<file path="src/rtl/xbs_pkg.sv">
package xbs_pkg;

    localparam int ADDR_W = 3;

    typedef enum logic [1:0] {
        ST_IDLE     = 2'd0,
        ST_WAIT_DOE = 2'd1,
        ST_DRIVE    = 2'd2
    } cyc_state_t;

    // Bus inputs converted to active-high flags; 'as' is the top bit.
    typedef struct packed {
        logic              as;
        logic              uds;
        logic              rnw;
        logic              doe;
        logic [ADDR_W-1:0] addr;
    } bus_sample_t;

    localparam int SAMPLE_W = $bits(bus_sample_t);
    localparam int AS_BIT   = SAMPLE_W - 1;

    function automatic logic addr_hit(input logic [ADDR_W-1:0] a,
                                      input logic [ADDR_W-1:0] base);
        return (a == base);
    endfunction

endpackage

</file>
<file path="src/rtl/xbs_sync.sv">
module xbs_sync #(
    parameter int W       = 8,
    parameter int STAGES  = 2,
    parameter int TAP_BIT = 0
) (
    input  logic         clk,
    input  logic         rst,
    input  logic [W-1:0] rst_val,
    input  logic [W-1:0] d,
    output logic [W-1:0] q,
    output logic         tap_first
);
    logic [W-1:0] stage [STAGES];

    for (genvar i = 0; i < STAGES; i++) begin : g_stage
        always_ff @(posedge clk) begin
            if (rst)
                stage[i] <= rst_val;
            else if (i == 0)
                stage[i] <= d;
            else
                stage[i] <= stage[(i == 0) ? 0 : i - 1];
        end
    end

    assign q         = stage[STAGES-1];
    assign tap_first = stage[0][TAP_BIT];
endmodule

</file>
<file path="src/rtl/xbs_decode.sv">
module xbs_decode
    import xbs_pkg::*;
#(
    parameter logic [ADDR_W-1:0] BASE_SEL = '1
) (
    input  logic              raw_as,
    input  logic [ADDR_W-1:0] raw_addr,
    input  bus_sample_t       synced,
    output logic              fast_sel,
    output logic              cyc_sel
);
    // Fast path: unsynchronized strobe and address, meets the ready deadline.
    assign fast_sel = raw_as && addr_hit(raw_addr, BASE_SEL);
    // Slow path: synchronized inputs, data strobe required.
    assign cyc_sel  = synced.as && synced.uds && addr_hit(synced.addr, BASE_SEL);
endmodule

</file>
<file path="src/rtl/xbs_cycle_fsm.sv">
module xbs_cycle_fsm
    import xbs_pkg::*;
(
    input  logic clk,
    input  logic rst,
    input  logic sel,
    input  logic rnw,
    input  logic doe,
    input  logic gate,
    output logic rd_act,
    output logic wr_act,
    output logic drv_act,
    output logic dir_bus
);
    cyc_state_t state_q, state_d;
    logic       is_read_q, is_read_d;

    always_comb begin
        state_d   = state_q;
        is_read_d = is_read_q;
        unique case (state_q)
            ST_IDLE: begin
                if (sel) begin
                    is_read_d = rnw;
                    state_d   = (rnw && !doe) ? ST_WAIT_DOE : ST_DRIVE;
                end
            end
            ST_WAIT_DOE: begin
                if (!sel)     state_d = ST_IDLE;
                else if (doe) state_d = ST_DRIVE;
            end
            ST_DRIVE: begin
                if (!sel) state_d = ST_IDLE;
            end
            default: state_d = ST_IDLE;
        endcase
    end

    always_ff @(posedge clk) begin
        if (rst) begin
            state_q   <= ST_IDLE;
            is_read_q <= 1'b0;
        end else begin
            state_q   <= state_d;
            is_read_q <= is_read_d;
        end
    end

    logic busy;
    assign busy    = gate && (state_q != ST_IDLE);
    assign rd_act  = busy && is_read_q;
    assign dir_bus = busy && is_read_q;
    assign wr_act  = gate && !is_read_q && (state_q == ST_DRIVE);
    assign drv_act = gate && (state_q == ST_DRIVE);
endmodule

</file>
<file path="src/rtl/xbus_slave_glue.sv">
module xbus_slave_glue
    import xbs_pkg::*;
#(
    parameter logic [ADDR_W-1:0] BASE_SEL    = 3'b111,
    parameter int                SYNC_STAGES = 2
) (
    input  logic              clk,
    input  logic              rst,
    input  logic              bus_as_n,
    input  logic              bus_uds_n,
    input  logic              bus_rnw,
    input  logic [ADDR_W-1:0] bus_addr_hi,
    input  logic              bus_doe,
    output logic              slave_n,
    output logic              ready,
    output logic              per_rd_n,
    output logic              per_wr_n,
    output logic              buf_en_n,
    output logic              buf_dir_to_bus
);
    bus_sample_t raw, synced, idle_val;
    logic        as_first, fast_sel, cyc_sel;
    logic        rd_act, wr_act, drv_act, dir_bus;
    logic        ready_q;

    assign raw      = '{as: !bus_as_n, uds: !bus_uds_n, rnw: bus_rnw,
                        doe: bus_doe, addr: bus_addr_hi};
    assign idle_val = '0;

    xbs_sync #(.W(SAMPLE_W), .STAGES(SYNC_STAGES), .TAP_BIT(AS_BIT)) u_sync (
        .clk(clk), .rst(rst), .rst_val(idle_val), .d(raw),
        .q(synced), .tap_first(as_first)
    );

    xbs_decode #(.BASE_SEL(BASE_SEL)) u_dec (
        .raw_as(raw.as), .raw_addr(raw.addr), .synced(synced),
        .fast_sel(fast_sel), .cyc_sel(cyc_sel)
    );

    xbs_cycle_fsm u_fsm (
        .clk(clk), .rst(rst), .sel(cyc_sel), .rnw(synced.rnw),
        .doe(synced.doe), .gate(as_first),
        .rd_act(rd_act), .wr_act(wr_act), .drv_act(drv_act), .dir_bus(dir_bus)
    );

    always_ff @(posedge clk) begin
        if (rst) ready_q <= 1'b0;
        else     ready_q <= fast_sel;
    end

    assign slave_n        = !fast_sel;
    assign ready          = ready_q;
    assign per_rd_n       = !rd_act;
    assign per_wr_n       = !wr_act;
    assign buf_en_n       = !drv_act;
    assign buf_dir_to_bus = dir_bus;
endmodule

</file>
<file path="config.mk">
export PLATFORM = sky130hd
export DESIGN_NAME = xbus_slave_glue
export DESIGN_NICKNAME = d
export VERILOG_FILES = /design/src/rtl/xbs_pkg.sv /design/src/rtl/xbs_sync.sv /design/src/rtl/xbs_decode.sv /design/src/rtl/xbs_cycle_fsm.sv /design/src/rtl/xbus_slave_glue.sv
export SDC_FILE = /design/constraint.sdc
export NUM_CORES = 1
export LEC_CHECK = 0
export ABC_AREA = 1
export BUFFER_PORTS_ARGS = -buffer_cell sky130_fd_sc_hd__buf_2
export CORE_MARGIN = 2
export CORE_UTILIZATION = 44
export CTS_BUF_LIST = sky130_fd_sc_hd__clkbuf_16
export DETAILED_ROUTE_END_ITERATION = 10
export PLACE_DENSITY = 0.76
export SLEW_MARGIN = 30
export SYNTH_ARGS = -nofsm -noshare
export SYNTH_HDL_FRONTEND = slang
export SYNTH_SLANG_ARGS = --single-unit
</file>
<file path="constraint.sdc">
create_clock -name clk -period 0.9 [get_ports clk]
set_input_delay 0.045 -clock clk [delete_from_list [all_inputs] [get_ports clk]]
set_output_delay 0.045 -clock clk [all_outputs]
set_load 0.005 [all_outputs]
</file>
==> key figures, run 1 <==
Run status
  – Status: complete, but fails checks
  – Failing checks: hold timing, setup timing

Floorplan
  – I/O pins: 15
  – Die area: 1780 sq um
  – Chip Width: 42.2 microns
  – Die height: 42.2 microns
  – Core box area: 1330 sq um
  – Initial Util: 48.0%
  – FP Rows: 13

Worst setup path
  – Worst EP required: 0.85 ns
  – Critical Path Start Type: register
  – Max stage delay on crit path: 0.35 ns
  – CP endpoint kind: output port
  – Crit-path cells: nor2_4 -> nor3_2 -> inv_1 -> buf_2
  – Crit Path Category: register to output port
  – Critical-path maximum fanout: 6
  – Worst EP arrival: 0.97 ns
  – WP buf/inv: 2
  – Slowest CP cell: dfxtp_4
  – Critical path's top delay family: flip-flops

Pwr
  – Share of total power in combinational logic: 4.4%
  – Switching share of total power: 18.5%
  – Sequential share of power: 46.9%
  – Clk pwr share: 48.7%
  – Power Dens Cells: 2020 nW/um^2
  – Cell Int Power: 1450 uW
  – Maximum VDD drop: 1.46 mV
  – Pleak: 0.000390 uW
  – Switch Pwr: 329 uW

Finish
  – Share of cells above drive strength 1: 38.2%
  – Fin cells: 117
  – Finished Core Util: 65.9%
  – Area delta synth->final: 37.3%
  – Multi-input gate area in the final layout: 229 sq um
  – Final nets: 112
  – Register area: 373 sq um
  – Antenna cells: 0
  – Filler instances: 117

Placement
  – I/O Buffers: 14
  – Hpwl dp: 740 microns
  – Placer congestion estimate: 0.716
  – Cell total after placement: 109

Timing
  – Max Fclk: 989 MHz
  – Worst Skew: 0.000757 ns
  – Measured slew at the worst slew-check pin: 0.308 ns
  – Final Max Slew Viols: 0
  – # setup viols final: 7
  – Final setup margin: -0.111 ns
  – Final worst path period share: 112%
  – Final Critical Period: 1.01 ns
  – RSZ-0062 raised after global routing: true
  – Slew headroom: 79.4%
  – Fin Hold WS: -0.000480 ns
  – Hold Fails Final Rpt: 1

CTS
  – CTS tree: yes
  – Clk sinks: 18
  – Root Driver: clkbuf_16
  – H-tree level count: 1
  – Cts bufs inserted: 3
  – CTS Buffer Depth: 2
  – Worst-skew pair later-pin latency: 0.24 ns
  – Reg clk slew, reported paths: 0.05 ns

Yosys
  – Largest family of logic cells by synthesized area: simple AND/OR/NAND/NOR gates
  – Synth warn: 0
  – Seq cells post-synth: 18
  – Cell Area, Synth: 641 sq um
  – XOR/XNOR share of the synthesized area: 0%
  – Synth Net Count: 91
  – Post-synthesis sequential area ratio: 56.3%
  – Mux share of post-synthesis cell area: 0%
  – Post-Synth Simple-Gate Area: 25.6%
  – Compound-Gate Fraction of Synth Area: 4.88%
  – Mapped Cells: 82
  – Avg Cell Area, Syn: 7.81 sq um
  – Synth Area in Adders: 0%
  – Yosys cell types: 15

Route
  – DR vias: 529
  – DRC errors left: 0
  – DRT antenna net count: 0
  – Initial DRC Count: 5
  – DRT Pass-1 Iters: 4
  – Average wire per standard cell: 9.26 microns
  – Routed vias/inst: 4.52
  – Total Wirelength: 1080 microns

GRT
  – Vias in the first global route: 480
  – Global-route wire length before repair: 1760 microns
  – GRT Total Usage: 13.5%
  – Maximum number of pins on one net before global-route repair: 19
  – Total global routing overflow: 0
  – Initial antenna violation count: 0

Flow run
  – Max Cap Viol: 0

Worst hold path
  – Hold WC Path Type: input port to register
==> routing by layer <==
metal	part of all wire (%)	wire (microns)	up-vias	track usage, %
met5	0	0	-	0
met4	2.5	27	0	9.38
met2	50	542	15	24.4
li1	-	-	284	-
met1	43	462	225	12.7
met3	4.7	51	5	4.31
==> state kept, by name (all words and copies together), names as in the netlist <==
name / cells
u_fsm.state_q: 2
u_sync.stage: 14
ready: 1
u_fsm.is_read_q: 1
==> kinds of logic after synthesis <==
logic type / Yosys count
DFF: 18
buffers and inverters: 22
and+or+nand+nor: 37
AOI/OAI and AO/OA: 5
==> power by group through the flow <==
stage	clock network [uW]	logic [uW]	registers, uW
finish	866	77.8	834
floorplan	0	41.9	852
detailed placement	0	66.3	855
global placement	0	62.8	854
CTS	894	78.6	836
global route	924	88.4	836
==> synthesized netlist by cell type <==
master	n	area [sq um]
nor3_1	1	5.00
dfxtp_1	18	360
nand3_1	5	25.0
nor2_2	1	6.26
nor2_1	19	71.3
buf_2	2	10.0
o21ai_1	1	5.00
a21o_1	1	7.51
a21oi_2	1	8.76
nand4_1	3	18.8
nor2_4	1	11.3
a21oi_1	2	10.0
nand2_1	7	26.3
inv_2	3	11.3
inv_1	17	63.8
==> worst min-delay path: cells and delay by family <==
| kind | cells | cell delay [ns] |
|---|---|---|
| and+or+nand+nor | 1 | 0.06 |
| buffers and inverters | 2 | 0.10 |
==> worst paths after layout <==
path | depth (start not counted) | end | slack, ns | from
setup / recovery | 4 | per_rd_n | -0.11 | u_fsm.state_q[1]$_SDFFE_PP0P_
hold / removal | 3 | u_sync.stage[0][3]$_SDFF_PP0_ | -0.0005 | bus_doe
hold reg to reg | 2 | u_sync.stage[1][2]$_SDFF_PP0_ | 0.40 | u_sync.stage[0][2]$_SDFF_PP0_
setup reg to reg | 5 | u_fsm.state_q[1]$_SDFFE_PP0P_ | -0.08 | u_fsm.state_q[0]$_SDFFE_PP0P_
==> cells in the final DEF, fill, tap and decap left out <==
master / synthesis / final
a21o_1: 1 / 1
a21oi_1: 2 / 1
a21oi_2: 1 / 2
buf_2: 2 / 14
buf_4: 0 / 2
clkbuf_16: 0 / 3
clkinv_1: 0 / 1
dfxtp_1: 18 / 12
dfxtp_2: 0 / 4
dfxtp_4: 0 / 2
dlygate4sd3_1: 0 / 2
inv_1: 17 / 15
inv_2: 3 / 5
nand2_1: 7 / 6
nand2_2: 0 / 1
nand3_1: 5 / 3
nand3_2: 0 / 2
nand4_1: 3 / 3
nor2_1: 19 / 18
nor2_4: 1 / 3
nor3_2: 0 / 1
o21ai_1: 1 / 1
==> area by class of cell <==
type | instances | share of cell area [%]
clock inverters | 1 | 0.427
clock buffers | 3 | 8.53
well taps | 15 | 2.13
flip-flops and latches | 18 | 42.4
repair buffers | 18 | 11.9
multi-input cells | 42 | 26.0
inverters | 20 | 8.53
==> stage by stage <==
| stage | total power [uW] | setup TNS (ns) | setup WS (ns) | cell area, sq um | hold slack (ns) |
|---|---|---|---|---|---|
| 2_1_floorplan | 894 | 0 | 0.0512 | 641 | 0.117 |
| 3_3_place_gp | 916 | -0.00872 | -0.00872 | 719 | 0.201 |
| 3_5_place_dp | 921 | -0.0724 | -0.0643 | 719 | 0.204 |
| 4_1_cts | 1810 | -0.513 | -0.130 | 873 | 0.00104 |
| 5_1_grt | 1850 | -0.871 | -0.169 | 880 | 0.0107 |
| 6_report | 1780 | -0.467 | -0.111 | 880 | -0.000480 |
==> repair_timing <==
item                                    in CTS  in global routing
gates resized for setup                     16                  2
buffers inserted                             2                  0
endpoints found under the setup margin       7                  7
gates cloned                                 0                  0
hold buffers                                 2                  0
endpoints found under the hold margin        2                  0
pin swaps                                    5                  4
Note: power is estimated with default switching activity, not from simulation.
==> inputs of run 2 (changes only) <==
--- a/config.mk
+++ b/config.mk
@@ -11,6 +11,7 @@
 export CORE_UTILIZATION = 44
 export CTS_BUF_LIST = sky130_fd_sc_hd__clkbuf_16
 export DETAILED_ROUTE_END_ITERATION = 10
+export GPL_TIMING_DRIVEN = 0
 export PLACE_DENSITY = 0.76
 export SLEW_MARGIN = 30
 export SYNTH_ARGS = -nofsm -noshare
==> constraint.sdc (replaced) <==
create_clock -name clk -period 0.9 [get_ports clk]
set_input_delay 0.135 -clock clk [delete_from_list [all_inputs] [get_ports clk]]
set_output_delay 0.135 -clock clk [all_outputs]
set_load 0.005 [all_outputs]
==> key figures, run 2 (same netlist as run 1, synthesis figures left out) <==
GRT
  – Initial antenna violation count: 0
  – GRT Total Usage: 15.6%
  – Global-route wire length before repair: 2060 microns
  – Maximum number of pins on one net before global-route repair: 11
  – Vias in the first global route: 533
  – Total global routing overflow: 0

Route
  – DRC errors left: 0
  – DRT antenna net count: 0
  – Average wire per standard cell: 9.37 microns
  – Total Wirelength: 1110 microns
  – DRT Pass-1 Iters: 2
  – Initial DRC Count: 3
  – DR vias: 534
  – Routed vias/inst: 4.53

CTS
  – CTS Buffer Depth: 2
  – Worst-skew pair later-pin latency: 0.24 ns
  – CTS tree: yes
  – Cts bufs inserted: 3
  – Reg clk slew, reported paths: 0.05 ns
  – H-tree level count: 1
  – Clk sinks: 18
  – CTS Hold Buffers Added: 0
  – Root Driver: clkbuf_16

Worst setup path
  – Critical path's top delay family: flip-flops
  – Critical-path maximum fanout: 2
  – Max stage delay on crit path: 0.34 ns
  – Worst EP required: 0.76 ns
  – WP buf/inv: 3
  – Worst EP arrival: 0.96 ns
  – Critical Path Start Type: register
  – CP endpoint kind: output port
  – Crit-path cells: inv_2 -> nor3_2 -> inv_1 -> buf_2
  – Crit Path Category: register to output port
  – Slowest CP cell: dfxtp_2

Finish
  – Commonest cells after routing, fill and taps aside: 18 x nor2_1, 15 x buf_2, 14 x inv_1, 14 x dfxtp_1
  – Max reg flops: 14
  – Final nets: 114
  – Top reg by flops: u_sync.stage
  – Filler instances: 118
  – Area delta synth->final: 37.7%
  – Most common cell after layout, fill and taps aside: nor2_1
  – Share of cells above drive strength 1: 40.8%
  – Antenna cells: 0
  – Largest registers: u_sync.stage (14), u_fsm.state_q (2)
  – Design area: 882 sq um

Placement
  – Placer congestion estimate: 0.696
  – Hpwl dp: 765 microns
  – I/O Buffers: 13
  – Post-DP Area: 724 sq um

Timing
  – Hold Fails Final Rpt: 0
  – Worst Skew: 0.000779 ns
  – Final worst path period share: 122%
  – Final Critical Period: 1.09 ns
  – # setup viols final: 7
  – Setup tns final: -0.820 ns
  – Final setup margin: -0.195 ns
  – Measured slew at the worst slew-check pin: 0.185 ns
  – Final Max Slew Viols: 0
  – RSZ-0062 raised after global routing: true
  – Max Fclk: 914 MHz
  – Slew headroom: 87.7%

Floorplan
  – Die area: 1780 sq um
  – FP Rows: 13
  – Chip Width: 42.2 microns
  – Initial Util: 48.0%
  – Core box area: 1330 sq um
  – I/O pins: 15
  – Die height: 42.2 microns

Pwr
  – Power Dens Cells: 1990 nW/um^2
  – Maximum VDD drop: 1.32 mV
  – Pleak: 0.000399 uW

Worst hold path
  – Hold WC Path Type: input port to register

Run status
  – Failing checks: setup timing
  – Status: complete, but fails checks

Flow run
  – Max Cap Viol: 0
## run 2: power by group
group	switching, uW	leakage [uW]	internal [uW]
registers	10.9	0.000151	824
logic	41.8	0.000212	34.8
clock network	262	0.0000370	582
## run 2: final timing paths
| path | start | slack, ns | to | cells after the start |
|---|---|---|---|---|
| setup / recovery | u_fsm.is_read_q$_SDFFE_PP0P_ | -0.19 | per_rd_n | 4 |
| hold / removal | bus_uds_n | 0.05 | u_sync.stage[0][5]$_SDFF_PP0_ | 2 |
| setup reg to reg | u_fsm.state_q[0]$_SDFFE_PP0P_ | -0.08 | u_fsm.state_q[1]$_SDFFE_PP0P_ | 5 |
| hold reg to reg | u_sync.stage[0][2]$_SDFF_PP0_ | 0.40 | u_sync.stage[1][2]$_SDFF_PP0_ | 2 |
## run 2: what timing repair did
item | CTS | global route
buffers inserted | 4 | 1
resized for setup | 15 | 3
pin swaps | 6 | 3
setup endpoints to repair | 7 | 7
## run 2: cell type report
cell class / instances / area, sq um / area share, %
Sequential cell: 18 / 370 / 42.0
Multi-Input combinational cell: 42 / 226 / 25.7
Timing Repair Buffer: 18 / 106 / 12.1
Clock buffer: 3 / 75.1 / 8.51
Inverter: 20 / 75.1 / 8.51
Tap cell: 15 / 18.8 / 2.13
Buffer: 2 / 10.0 / 1.13
## run 2: worst register-to-register path, stage by stage (launching register included)
cell	delay (ns)
dfxtp_4	0.37
inv_2	0.03
nor2_1	0.13
nand4_1	0.16
nand2_1	0.12
a21oi_2	0.05
## run 2: layer usage
metal / wire [microns] / vias up / track usage (%) / part of all wire (%)
met5: 0 / - / 0 / 0
met3: 65 / 5 / 3.88 / 5.9
met2: 608 / 15 / 27.2 / 55
li1: - / 287 / - / -
met1: 398 / 227 / 16.8 / 36
met4: 33 / 0 / 9.38 / 3.0
## run 2: through the flow
step,hold slack (ns),total power (uW),util [%],cells,setup WS [ns]
floorplan,0.207,894,-,82,0.0419
global placement,0.291,918,54.3,110,-0.0142
detailed placement,0.300,922,54.3,110,-0.0434
CTS,0.0432,1780,65.1,117,-0.198
global route,0.0491,1820,66.1,118,-0.252
finish,0.0451,1760,66.1,118,-0.195
==> inputs of run 3 (changes only) <==
--- a/config.mk
+++ b/config.mk
@@ -6,13 +6,13 @@
 export NUM_CORES = 1
 export LEC_CHECK = 0
 export ABC_AREA = 1
-export BUFFER_PORTS_ARGS = -buffer_cell sky130_fd_sc_hd__buf_2
-export CORE_MARGIN = 2
-export CORE_UTILIZATION = 44
+export CORE_AREA = 2 2 39 41
 export CTS_BUF_LIST = sky130_fd_sc_hd__clkbuf_16
 export DETAILED_ROUTE_END_ITERATION = 10
+export DIE_AREA = 0 0 41 43
+export DONT_BUFFER_PORTS = 1
 export GPL_TIMING_DRIVEN = 0
-export PLACE_DENSITY = 0.76
+export PLACE_DENSITY = 0.71
 export SLEW_MARGIN = 30
 export SYNTH_ARGS = -nofsm -noshare
 export SYNTH_HDL_FRONTEND = slang
==> key figures, run 3 (same netlist as run 1, synthesis figures left out) <==
Flow run
  – Max Cap Viol: 0

Finish
  – Share of cells above drive strength 1: 25.8%
  – Multi-input gate area in the final layout: 226 sq um
  – Area delta synth->final: 35.2%
  – Antenna cells: 0
  – Final nets: 104
  – Filler instances: 119
  – Max reg flops: 14
  – Top reg by flops: u_sync.stage
  – Largest registers: u_sync.stage (14), u_fsm.state_q (2)
  – Register area: 372 sq um
  – Commonest cells after routing, fill and taps aside: 19 x nor2_1, 16 x inv_1, 13 x dfxtp_1
  – Most common cell after layout, fill and taps aside: nor2_1

Pwr
  – Sequential share of power: 47.3%
  – Power Dens Cells: 2040 nW/um^2
  – Switch Pwr: 319 uW
  – Maximum VDD drop: 1.21 mV
  – Cell Int Power: 1440 uW
  – Share of total power in combinational logic: 4.4%
  – Clk pwr share: 48.3%
  – Pleak: 0.000379 uW
  – Switching share of total power: 18.1%
  – Total power: 1760 uW

Floorplan
  – I/O pins: 15
  – FP Rows: 14
  – Die height: 43 microns
  – Core box area: 1380 sq um
  – Die area: 1760 sq um
  – Initial Util: 46.3%
  – Chip Width: 41 microns

Placement
  – I/O Buffers: 0
  – Placer congestion estimate: 0.672
  – Hpwl dp: 686 microns

Worst setup path
  – Crit-path cells: nor2_4 -> nor3_4 -> inv_1
  – Worst EP required: 0.76 ns
  – Crit Path Category: register to output port
  – Max stage delay on crit path: 0.36 ns
  – WP buf/inv: 1
  – Critical-path maximum fanout: 3
  – CP endpoint kind: output port
  – Slowest CP cell: dfxtp_4
  – Critical path's top delay family: flip-flops
  – Worst EP arrival: 0.95 ns
  – Critical Path Start Type: register

GRT
  – Initial antenna violation count: 0
  – Maximum number of pins on one net before global-route repair: 11
  – GRT Total Usage: 16.6%
  – Vias in the first global route: 495
  – Total global routing overflow: 0
  – Global-route wire length before repair: 1880 microns

Route
  – DRC errors left: 0
  – DRT antenna net count: 0
  – Routed vias/inst: 4.74
  – Initial DRC Count: 7
  – DR vias: 517
  – Total Wirelength: 1150 microns
  – DRT Pass-1 Iters: 4
  – Average wire per standard cell: 10.5 microns

CTS
  – H-tree level count: 1
  – CTS Buffer Depth: 2
  – Reg clk slew, reported paths: 0.05 ns
  – Worst-skew pair later-pin latency: 0.24 ns
  – Root Driver: clkbuf_16
  – Clk sinks: 18
  – Cts bufs inserted: 3
  – CTS tree: yes

Worst hold path
  – Hold WC Path Type: input port to register

Timing
  – Hold Fails Final Rpt: 0
  – Final worst path period share: 121%
  – Worst Skew: 0.00429 ns
  – Measured slew at the worst slew-check pin: 0.196 ns
  – Final Critical Period: 1.09 ns
  – Slew headroom: 86.9%
  – Final setup margin: -0.188 ns
  – Fin Hold WS: 0.0171 ns
  – Max Fclk: 919 MHz
  – Final Max Slew Viols: 0
  – RSZ-0062 raised after global routing: true
  – # setup viols final: 7

Run status
  – Failing checks: setup timing
  – Status: complete, but fails checks
-- run 3: layout make-up --
type / instances / share of cell area [%]
buffer: 2 / 1.16
sequential: 18 / 42.9
tap: 16 / 2.31
inverter: 20 / 8.67
clock buffer: 3 / 8.67
multi-input combinational: 42 / 26.2
timing repair buffer: 8 / 10.1
-- run 3: per-layer routing --
| layer | share of wire, % | routed length [microns] | vias up | GRT usage (%) |
|---|---|---|---|---|
| li1 | - | - | 266 | - |
| met1 | 36 | 411 | 229 | 14.4 |
| met2 | 57 | 655 | 20 | 27.5 |
| met3 | 5.8 | 66 | 2 | 7.33 |
| met4 | 1.0 | 12 | 0 | 12.0 |
| met5 | 0 | 0 | - | 0 |
-- run 3: stage by stage --
step           std cells  setup slack, ns  cell area [sq um]  setup TNS, ns  util [%]
2_1_floorplan         82           0.0419                641              0         -
3_3_place_gp          98          -0.0420                661        -0.0712      47.7
3_5_place_dp          98          -0.0689                661         -0.129      47.7
4_1_cts              108           -0.176                847         -0.819      61.2
5_1_grt              109           -0.232                866          -1.19      62.6
6_report             109           -0.188                866         -0.860      62.6
-- run 3: worst paths after layout --
check | from | end | slack, ns | depth (start not counted)
setup / recovery | u_fsm.state_q[0]$_SDFFE_PP0P_ | per_rd_n | -0.19 | 3
hold / removal | bus_addr_hi[0] | u_sync.stage[0][0]$_SDFF_PP0_ | 0.02 | 2
setup reg to reg | u_fsm.state_q[1]$_SDFFE_PP0P_ | u_fsm.state_q[1]$_SDFFE_PP0P_ | -0.10 | 6
hold reg to reg | u_sync.stage[0][5]$_SDFF_PP0_ | u_sync.stage[1][5]$_SDFF_PP0_ | 0.40 | 2
-- run 3: repair_timing --
item,CTS,global route
resized for setup,9,6
pin swaps,7,7
setup buffers,1,1
setup endpoints to repair,6,7
endpoints found under the hold margin,6,0
hold buffers,6,0
-- run 3: power by group through the flow --
stage	registers, uW	clock network [uW]	logic [uW]
6_report	834	852	77.3
2_1_floorplan	852	0	41.9
4_1_cts	836	865	72.6
5_1_grt	835	906	88.5
3_5_place_dp	854	0	49.8
3_3_place_gp	853	0	47.6
